===== src/rtl/lcd_wavegen.sv =====
module lcd_wavegen #(
  parameter int NSEG   = 64,
  parameter int NCOM   = 4,
  parameter int FIXDIV = 8192,
  parameter int PSW    = 4
) (
  input  logic                clk,
  input  logic                rst_n,
  input  logic                enable,
  input  logic                sleep_req,
  input  logic                run_in_sleep,
  input  logic [((NCOM>1)?$clog2(NCOM):1)-1:0] mux_sel,
  input  logic                wave_b,
  input  logic [PSW-1:0]      prescale,
  input  logic [NSEG-1:0]     seg_en,
  input  logic                wr_en,
  input  logic [((NCOM>1)?$clog2(NCOM):1)-1:0] wr_com,
  input  logic [$clog2(NSEG)-1:0] wr_seg,
  input  logic                wr_val,
  output logic [2*NCOM-1:0]   com_lvl,
  output logic [2*NSEG-1:0]   seg_lvl,
  output logic [NSEG-1:0]     seg_oe
);
  localparam int CW = (NCOM > 1) ? $clog2(NCOM) : 1;
  localparam int DW = (FIXDIV > 1) ? $clog2(FIXDIV) : 1;

  logic [NSEG-1:0] pix [NCOM];
  logic [DW-1:0]   div_q;
  logic [PSW-1:0]  pre_q;
  logic [CW-1:0]   com_q;
  logic            inv_q;

  wire running = enable & ~(sleep_req & ~run_in_sleep);
  wire tick    = div_q == DW'(FIXDIV - 1);
  wire pre_end = pre_q >= prescale;
  wire step    = running & tick & pre_end;
  wire last    = com_q >= mux_sel;
  wire stat    = mux_sel == '0;
  wire [CW-1:0] com_nx = last ? '0 : com_q + 1'b1;

  always_ff @(posedge clk or negedge rst_n)
    if (!rst_n) begin
      div_q <= '0; pre_q <= '0; com_q <= '0; inv_q <= 1'b0;
    end else if (!running) begin
      div_q <= '0; pre_q <= '0; com_q <= '0; inv_q <= 1'b0;
    end else begin
      div_q <= tick ? '0 : div_q + 1'b1;
      if (tick) pre_q <= pre_end ? '0 : pre_q + 1'b1;
      if (step) begin
        if (wave_b) begin
          com_q <= com_nx;
          if (last) inv_q <= ~inv_q;
        end else begin
          inv_q <= ~inv_q;
          if (inv_q) com_q <= com_nx;
        end
      end
    end

  always_ff @(posedge clk or negedge rst_n)
    if (!rst_n) begin
      for (int c = 0; c < NCOM; c++) pix[c] <= '0;
    end else if (wr_en) begin
      pix[wr_com][wr_seg] <= wr_val;
    end

  always_comb begin
    for (int c = 0; c < NCOM; c++) begin
      logic [1:0] lv;
      lv = 2'd0;
      if (running && CW'(c) <= mux_sel) begin
        lv = (stat || CW'(c) == com_q) ? 2'd3 : 2'd1;
        if (inv_q) lv = ~lv;
      end
      com_lvl[2*c +: 2] = lv;
    end
    for (int s = 0; s < NSEG; s++) begin
      logic [1:0] lv;
      lv = 2'd0;
      if (running && seg_en[s]) begin
        if (pix[com_q][s]) lv = 2'd0;
        else               lv = stat ? 2'd3 : 2'd2;
        if (inv_q) lv = ~lv;
      end
      seg_lvl[2*s +: 2] = lv;
    end
  end

  assign seg_oe = running ? seg_en : '0;

  p_idle_reset_r9: assert property (@(posedge clk) disable iff (!rst_n)
    !running |=> (com_q == '0 && !inv_q && div_q == '0));
  p_slot_wrap_r7: assert property (@(posedge clk) disable iff (!rst_n)
    step |=> (div_q == '0 && pre_q == '0));
  p_flip_each_slot_r5: assert property (@(posedge clk) disable iff (!rst_n)
    (step && !wave_b) |=> inv_q != $past(inv_q));
  p_flip_at_wrap_r6: assert property (@(posedge clk) disable iff (!rst_n)
    (step && wave_b && last) |=> (com_q == '0 && inv_q != $past(inv_q)));
  p_com_in_range_r11: assert property (@(posedge clk) disable iff (!rst_n)
    step |=> com_q <= $past(mux_sel));
endmodule


===== config.mk =====
export PLATFORM = sky130hd
export DESIGN_NAME = lcd_wavegen
export DESIGN_NICKNAME = d
export VERILOG_FILES = /design/src/rtl/lcd_wavegen.sv
export SDC_FILE = /design/constraint.sdc
export NUM_CORES = 1
export LEC_CHECK = 0
export BUFFER_PORTS_ARGS = -buffer_cell sky130_fd_sc_hd__clkbuf_2
export CORE_MARGIN = 5
export CORE_UTILIZATION = 37
export CTS_CLUSTER_DIAMETER = 60
export CTS_CLUSTER_SIZE = 40
export DETAILED_ROUTE_END_ITERATION = 10
export PLACE_DENSITY_LB_ADDON = 0.2
export SLEW_MARGIN = 20
export SYNTH_ARGS = -nofsm -noshare
export SYNTH_HDL_FRONTEND = slang
export SYNTH_SLANG_ARGS = --single-unit

===== constraint.sdc =====
create_clock -name clk -period 2.45 [get_ports clk]
set_input_delay 0.245 -clock clk [delete_from_list [all_inputs] [get_ports clk]]
set_output_delay 0.245 -clock clk [all_outputs]
set_load 0.01 [all_outputs]

==> results.yml, run 1 <==
outcome:
  status: "finished, violations left"
  violations: "setup timing"
synthesis:
  synth_fp_nets: 1723
  ys_seq_elements: 276
  synthCells: 1625
  ys.warnings.count: 0
  async_flop_share_pct: 100.0
  synthDistinctLibCells: 43
  synthFlopType: "dfrtp_1"
  synth_edf_count: 0
  syn_area_mm2: 0.01616
  avgSynthCellArea_um2: 9.947
  seq_area_frac_synth_pct: 42.73
drt:
  drtPass1Iterations: 6
  antenna_left: 0
  num_vias: 12150
  totalWireLength_um: 43470
  drt-initial-drc-count: 613
  route.detailed.drc: 0
  avgViaCountPerCell: 4.856
  routedWlPerCell_um: 17.37
clock_network:
  clockRootBuffer: "clkbuf_16"
  cts_tree: "done"
  clk_latency_ps: 540
  numClockSinks: 276
  clk_pin_slew_ps: 70
  clockBufferDepth: 3
  h-tree-depth: 1
  cts_buffers: 27
setup_path:
  endpoint_kind: "primary output"
  required_ps: 2200
  slowest_stage: "mux4_2"
  path_common_cell: "buf_12"
  critPathLaunchType: "register"
  timing.reg2reg.setup_slack_ps: 100
  cp_data_arrival_time_ps: 2420
  path_cells: "buf_12 -> buf_12 -> buf_16 -> mux4_2 -> nor2_4 -> xnor2_1 -> nor2_1 -> buf_2"
  max_stage_delay_ps: 560
  path_class: "reg -> out"
  crit_fanout: 7
  cp-startpoint: "com_q[0]"
  rr_startpoint: "com_q[0]"
global_route:
  track_usage_pct: 17.55
  grt_pass1_vias: 12390
  grt_antenna_before_repair: 4
  grt_pass1_wl_um: 68140
  grt.overflow.total: 0
  grt_max_degree: 89
floorplanning:
  initial_utilization_pct: 37.44
  row_count: 76
  dieArea_mm2: 0.04797
  ios: 286
  die_x_um: 219.0
  core_mm2: 0.04317
  die_h_um: 219.0
final_layout:
  fill_cells: 4168
  final_nets: 1993
  area_growth_pct: 22.68
  drive_above_1_share_pct: 39.56
pwr:
  ir_worst_vdd_mv: 0.4046
  p_per_area_mw_per_mm2: 627.9
  p_leak_nw: 9.973
sta:
  rsz0062_at_grt: "yes"
  slew_headroom_pct: 38.23
  finalSetupViolCount: 129
  skew_ps: 12.41
  worst_pin_slew_ps: 916.8
  finalHoldViolCount: 0
  fmax_ghz: 0.3754
  setup_ws_ps: -213.7
  drv_slew: 0
  post-route-period-util_pct: 108.7
  tns_ps: -14830
  period_needed_ps: 2664
  whs_ps: 150.8
place:
  post-dp-hpwl_um: 28640
  place.gp.congestion: 0.7588
  io_buffers: 285
worst_hold_path:
  min_from: "wave_b"
  hp-class: "in -> reg"
flow_run:
  cap_violations: 0
-- through the flow --
| step | area, um^2 | worst slack [ps] | utilization (%) | total power, mW | instances |
|---|---|---|---|---|---|
| 2_1_floorplan | 16160 | 296.8 | - | 6.804 | 1625 |
| 3_3_place_gp | 18530 | 346.9 | 42.92 | 7.818 | 2436 |
| 3_5_place_dp | 18530 | 284.5 | 42.92 | 7.847 | 2436 |
| 4_1_cts | 19650 | -228.3 | 45.51 | 12.48 | 2493 |
| 5_1_grt | 19830 | -334.5 | 45.93 | 13.08 | 2502 |
| 6_report | 19830 | -213.7 | 45.93 | 12.45 | 2502 |
-- worst paths after layout --
path | cells past startpoint | to
max reg2reg | 10 | inv_q
min in group asynchronous | 2 | div_q[7]
min reg2reg | 1 | div_q[0]
max in group asynchronous | 3 | pix[124]
max | 8 | seg_lvl[108]
min | 3 | inv_q
-- layout make-up --
type / instances / area (um^2) / area share, %
diodes: 1 / 2.502 / 0.01262
clock buffers: 31 / 710.7 / 3.584
clock inverters: 19 / 219.0 / 1.104
inverters: 74 / 281.5 / 1.420
multi-input cells: 1163 / 8640 / 43.57
flip-flops and latches: 276 / 6918 / 34.89
well taps: 585 / 732.0 / 3.691
repair buffers: 353 / 2327 / 11.74
-- Yosys cell counts (3+ instances only) --
library cell / number / area, um^2
nor2_1: 424 / 1592
dfrtp_1: 276 / 6907
mux2_2: 256 / 2883
nand2_1: 191 / 716.9
clkbuf_1: 84 / 315.3
inv_1: 74 / 277.8
xnor2_1: 72 / 630.6
xor2_1: 71 / 621.9
mux4_2: 64 / 1441
buf_1: 21 / 78.83
ha_1: 12 / 150.1
nor3_1: 10 / 50.05
buf_2: 7 / 35.03
nand3_1: 7 / 35.03
nor3b_1: 5 / 37.54
and3_1: 4 / 25.02
and3b_1: 4 / 35.03
o21ai_0: 4 / 20.02
or3b_2: 4 / 35.03
a21oi_1: 3 / 15.01
and2_1: 3 / 18.77
-- cells by family after synthesis --
logic type | after synthesis | share of synthesized area (%)
compound gates | 17 | 0.7044
fa+ha+maj | 12 | 0.9288
xor+xnor | 143 | 7.748
mux | 322 | 26.88
flops | 276 | 42.73
simple gates | 669 | 16.64
buf+inv | 186 | 4.373
-- worst max-delay path: cells and delay by family (launching register included) --
kind / cells / cell delay [ps]
flip-flops: 1 / 470
AND/OR/NAND/NOR: 2 / 160
multiplexers: 1 / 560
XOR/XNOR: 1 / 120
buffers and inverters: 4 / 550
-- power by group --
part | internal, mW | switching [mW] | total [mW]
clock | 2.39 | 2.00 | 4.39
sequential | 4.77 | 0.173 | 4.95
combinational | 1.50 | 1.62 | 3.12
total | 8.66 | 3.79 | 12.5
-- metal layers --
| metal | up-vias | routed length (um) | GRT usage, % | part of all wire [%] |
|---|---|---|---|---|
| met1 | 5969 | 19930 | 24.55 | 46 |
| met5 | - | 38 | 0 | 0.087 |
| met2 | 268 | 20790 | 29.67 | 48 |
| li1 | 5863 | - | - | - |
| met3 | 43 | 2014 | 2.249 | 4.6 |
| met4 | 6 | 693 | 3.287 | 1.6 |
-- placed cells by master (no fill, tap or decap), types with 3 or more instances in the layout --
master     instances
mux4_2            64
dfrtp_4            3
nor2_1           409
and3_1             4
dfrtp_1          273
mux2_2           256
clkbuf_2         208
buf_4             41
or3b_2             4
nand3_1            6
clkbuf_16         29
xor2_1            71
buf_12            17
o21ai_0            4
and2_1             3
nand2_1          191
nor3b_1            4
nor2_2            13
buf_2             75
xnor2_1           72
inv_1             73
nor3_1            10
and3b_1            4
ha_1              10
inv_6              9
buf_16             6
inv_8              3
-- repair_timing --
item	CTS	global route
resized for setup	11	95
cloned	4	2
endpoints found under the setup margin	131	131
pin swaps	1	7
hold buffers	1	0
endpoints found under the hold margin	64	0
buffers inserted	3	6
-- sequential cells by signal, summed over array words and instances, names as in the netlist --
| signal | flops |
|---|---|
| div_q | 13 |
| inv_q | 1 |
| com_q | 2 |
| pre_q | 4 |
| pix | 256 |
Note: power is estimated with default switching activity, not from simulation.
==> inputs of run 2 (changes only) <==
==> constraint.sdc (replaced) <==
create_clock -name clk -period 3.1 [get_ports clk]
set_input_delay 0.31 -clock clk [delete_from_list [all_inputs] [get_ports clk]]
set_output_delay 0.31 -clock clk [all_outputs]
set_load 0.01 [all_outputs]
==> results.yml, run 2 (same netlist as run 1, synthesis figures left out) <==
sta:
  rsz0062_at_grt: "no"
  worst_pin_slew_ps: 847.1
  setup_ws_ps: 208.3
  finalHoldViolCount: 0
  drv_slew: 0
  post-route-period-util_pct: 93.28
  slew_headroom_pct: 43.53
  skew_ps: 9.914
  finalSetupViolCount: 0
  fmax_ghz: 0.3458
  period_needed_ps: 2892
  tns_ps: 0
final_layout:
  layout_commonest_cell: "nor2_1"
  final_nets: 1961
  largest_reg_flops: 256
  antenna_cells: 0
  area_growth_pct: 18.63
  final_cell_mix: "nor2_1 (424), clkbuf_2 (283), dfrtp_1 (273)"
  top_register: "pix"
  drive_above_1_share_pct: 37.48
  top_regs: "pix: 256 flops, div_q: 13 flops, pre_q: 4 flops"
global_route:
  grt_max_degree: 116
  grt.overflow.total: 0
  track_usage_pct: 17.25
  grt_pass1_vias: 12170
  grt_antenna_before_repair: 3
  grt_pass1_wl_um: 67270
floorplanning:
  dieArea_mm2: 0.04797
  core_mm2: 0.04317
  die_x_um: 219.0
  ios: 286
  die_h_um: 219.0
  initial_utilization_pct: 37.44
  row_count: 76
drt:
  num_vias: 12030
  antenna_left: 0
  drt-initial-drc-count: 571
  route.detailed.drc: 0
  totalWireLength_um: 42060
  met2_length_um: 19770
  wl_met1_um: 19820
  wl_met3_um: 1901
  drtPass1Iterations: 4
  dr.max_layer_used: "met5"
  avgViaCountPerCell: 4.879
  routedWlPerCell_um: 17.06
pwr:
  p_leak_nw: 9.641
  ir_worst_vdd_mv: 0.3359
  p_total_mw: 9.226
  p_per_area_mw_per_mm2: 481.1
place:
  dp_worst_setup_slack_ps: 669.9
  io_buffers: 285
  place.gp.congestion: 0.7524
  post-dp-hpwl_um: 27940
clock_network:
  clk_latency_ps: 540
  cts_tree: "done"
  cts_buffers: 25
  h-tree-depth: 1
  clk_pin_slew_ps: 80
  clockBufferDepth: 3
  clockRootBuffer: "clkbuf_16"
  numClockSinks: 276
outcome:
  status: "completed"
setup_path:
  required_ps: 2790
  critPathLaunchType: "register"
  cp_data_arrival_time_ps: 2580
  path_class: "reg -> out"
  timing.reg2reg.setup_slack_ps: 680
  endpoint_kind: "primary output"
  crit_fanout: 22
worst_hold_path:
  hp-class: "in -> reg"
flow_run:
  cap_violations: 0
## run 2: changes by cell type in the layout (fill, tap and decap cells not counted), sizes merged
cell and delta:
bufinv -2, buf -103, clkinv +6, diode -1, clkinvlp -2, clkbuf +69
inv -3
## run 2: timing repair
action                     CTS  global route
hold buffers                 1             0
hold endpoints to repair    55             0
resized for setup            0             0
setup endpoints to repair    0             9
buffers inserted             0             7
## run 2: worst paths after layout
kind	endpoint	cells after the start	from
worst max-delay path	seg_lvl[56]	6	com_q[1]
worst max register to register	com_q[0]	6	div_q[1]
worst min-delay path	inv_q	3	wave_b
max in group asynchronous	pix[168]	3	rst_n
worst min register to register	div_q[0]	1	div_q[0]
min in group asynchronous	pix[2]	2	rst_n
## run 2: worst max-delay path, cell delays in order, from the launching register on
cell	delay [ps]
dfrtp_4	700
buf_4	410
mux4_2	430
nor2_1	150
xnor2_1	80
nor2_1	110
clkbuf_2	140
## run 2: layout make-up
type / count / area, um^2
Fill cell: 4130 / 24000
Multi-Input combinational cell: 1163 / 8562
Sequential cell: 276 / 6918
Timing Repair Buffer: 323 / 1843
Tap cell: 585 / 732.0
Clock buffer: 27 / 643.1
Inverter: 74 / 277.8
Clock inverter: 18 / 200.2
## run 2: power breakdown
group	total, mW	internal (mW)	switching, mW
clock network	3.18	1.61	1.58
registers	3.94	3.77	0.166
logic	2.11	0.951	1.15
## run 2: metal layers
| metal | track usage [%] | vias up |
|---|---|---|
| met5 | 0 | - |
| met4 | 3.056 | 6 |
| met3 | 1.807 | 37 |
| met2 | 28.63 | 258 |
| met1 | 24.91 | 5936 |
| li1 | - | 5794 |
## run 2: stage by stage
step | utilization, % | instances | hold WS, ps | instance area [um^2]
after floorplan | - | 1625 | 14.41 | 16160
after global placement | 42.32 | 2413 | 293.2 | 18270
after detailed placement | 42.32 | 2413 | 296.5 | 18270
after CTS | 44.30 | 2459 | 174.0 | 19120
after global routing | 44.42 | 2466 | 229.7 | 19180
final | 44.42 | 2466 | 202.1 | 19180
==> inputs of run 3 (changes only) <==
--- a/config.mk
+++ b/config.mk
@@ -7,7 +7,7 @@
 export LEC_CHECK = 0
 export BUFFER_PORTS_ARGS = -buffer_cell sky130_fd_sc_hd__clkbuf_2
 export CORE_MARGIN = 5
-export CORE_UTILIZATION = 37
+export CORE_UTILIZATION = 50
 export CTS_CLUSTER_DIAMETER = 60
 export CTS_CLUSTER_SIZE = 40
 export DETAILED_ROUTE_END_ITERATION = 10
==> results.yml, run 3 (same netlist as run 1, synthesis figures left out) <==
outcome:
  status: "completed"
sta:
  post-route-period-util_pct: 87.25
  setup_ws_ps: 395.3
  finalSetupViolCount: 0
  worst_pin_slew_ps: 886.3
  tns_ps: 0
  slew_headroom_pct: 40.92
  period_needed_ps: 2705
  skew_ps: 7.252
  rsz0062_at_grt: "no"
  whs_ps: 202.5
  drv_slew: 0
  fmax_ghz: 0.3697
  finalHoldViolCount: 0
final_layout:
  top_regs: "pix: 256 flops, div_q: 13 flops, pre_q: 4 flops"
  largest_reg_flops: 256
  drive_above_1_share_pct: 37.38
  area_growth_pct: 16.73
  regArea_mm2: 0.006915
  layout_commonest_cell: "nor2_1"
  fill_cells: 2734
  top_register: "pix"
  multi_input_comb_area_mm2: 0.008557
  final_nets: 1961
  antenna_cells: 0
  postLayoutCoreUtil_pct: 59.49
  final_cell_mix: "nor2_1 (424), clkbuf_2 (283), dfrtp_1 (273)"
  fin_area_mm2: 0.01887
  final_cell_count_no_fill: 2280
place:
  placed_cells: 2234
  dp_worst_setup_slack_ps: 737.3
  placed_area_mm2: 0.01806
  io_buffers: 285
  place.gp.congestion: 0.7872
  post-dp-hpwl_um: 26340
setup_path:
  path_class: "reg -> out"
  critPathLaunchType: "register"
  timing.reg2reg.setup_slack_ps: 830
  cp_data_arrival_time_ps: 2390
  worstRegToRegCells: 6
  rr_startpoint: "div_q[0]"
  endpoint_kind: "primary output"
  crit_fanout: 11
  rr_endpoint: "com_q[0]"
  required_ps: 2790
drt:
  drtPass1Iterations: 5
  route.detailed.drc: 0
  num_vias: 12060
  avgViaCountPerCell: 5.289
  routedWlPerCell_um: 17.28
  totalWireLength_um: 39400
  drt-initial-drc-count: 771
  antenna_left: 0
clock_network:
  clockBufferDepth: 3
  clockRootBuffer: "clkbuf_16"
  clk_pin_slew_ps: 80
  cts_buffers: 22
  cts-resized-gates: 0
  h-tree-depth: 1
  cts_tree: "done"
  clk_latency_ps: 520
  numClockSinks: 276
worst_hold_path:
  min_from: "wave_b"
  holdPathEnd: "inv_q"
  hold_depth: 3
  hp-class: "in -> reg"
floorplanning:
  initial_utilization_pct: 50.96
  dieArea_mm2: 0.03602
  ios: 286
  die_h_um: 189.8
  core_mm2: 0.03172
  row_count: 65
  die_x_um: 189.8
global_route:
  grt_pass1_vias: 12210
  grt_antenna_before_repair: 3
  track_usage_pct: 21.49
  grt_max_degree: 123
  grt.overflow.total: 0
  grt_pass1_wl_um: 64310
pwr:
  p_total_mw: 8.982
  p_leak_nw: 9.601
  p_per_area_mw_per_mm2: 476.0
  ir_worst_vdd_mv: 0.3055
flow_run:
  cap_violations: 0
run 3: worst max-delay path: stages (launching register included):
cell and delay, ps:
dfrtp_4 530, buf_4 290, mux4_2 580, nor2_1 140
xnor2_1 130, nor2_1 60, clkbuf_2 120
run 3: metal layers:
metal,share of wire [%],vias up,global-route usage (%)
li1,-,5783,-
met1,45,5922,30.39
met2,48,298,36.21
met3,5.4,49,2.844
met4,1.5,6,4.007
met5,0.12,-,0
run 3: layout make-up:
cell class | count | area share, %
timing repair buffer | 326 | 9.887
clock inverter | 15 | 0.8488
tap | 402 | 2.666
multi-input combinational | 1163 | 45.35
clock buffer | 24 | 3.123
inverter | 74 | 1.472
sequential | 276 | 36.65
run 3: how the worst max path moves through the flow:
stage                from      endpoint  slack [ps]  cells past startpoint
4_1_cts          com_q[0]   seg_lvl[52]         150                      6
3_3_place_gp     com_q[0]   seg_lvl[54]         750                      6
2_1_floorplan    com_q[0]         inv_q         950                      8
3_5_place_dp   mux_sel[0]  seg_lvl[102]         740                      7
5_1_grt          com_q[0]   seg_lvl[88]         210                      6
6_report         com_q[0]   seg_lvl[74]         400                      6
run 3: power by group:
| group | internal [mW] | switching (mW) |
|---|---|---|
| Sequential | 3.77 | 0.169 |
| Combinational | 0.967 | 1.12 |
| Clock | 1.52 | 1.44 |
| Total | 6.25 | 2.73 |
run 3: repair_timing:
action / CTS / global route
hold buffers: 1 / 0
setup buffers: 0 / 6
endpoints found under the hold margin: 80 / 0
endpoints found under the setup margin: 0 / 1
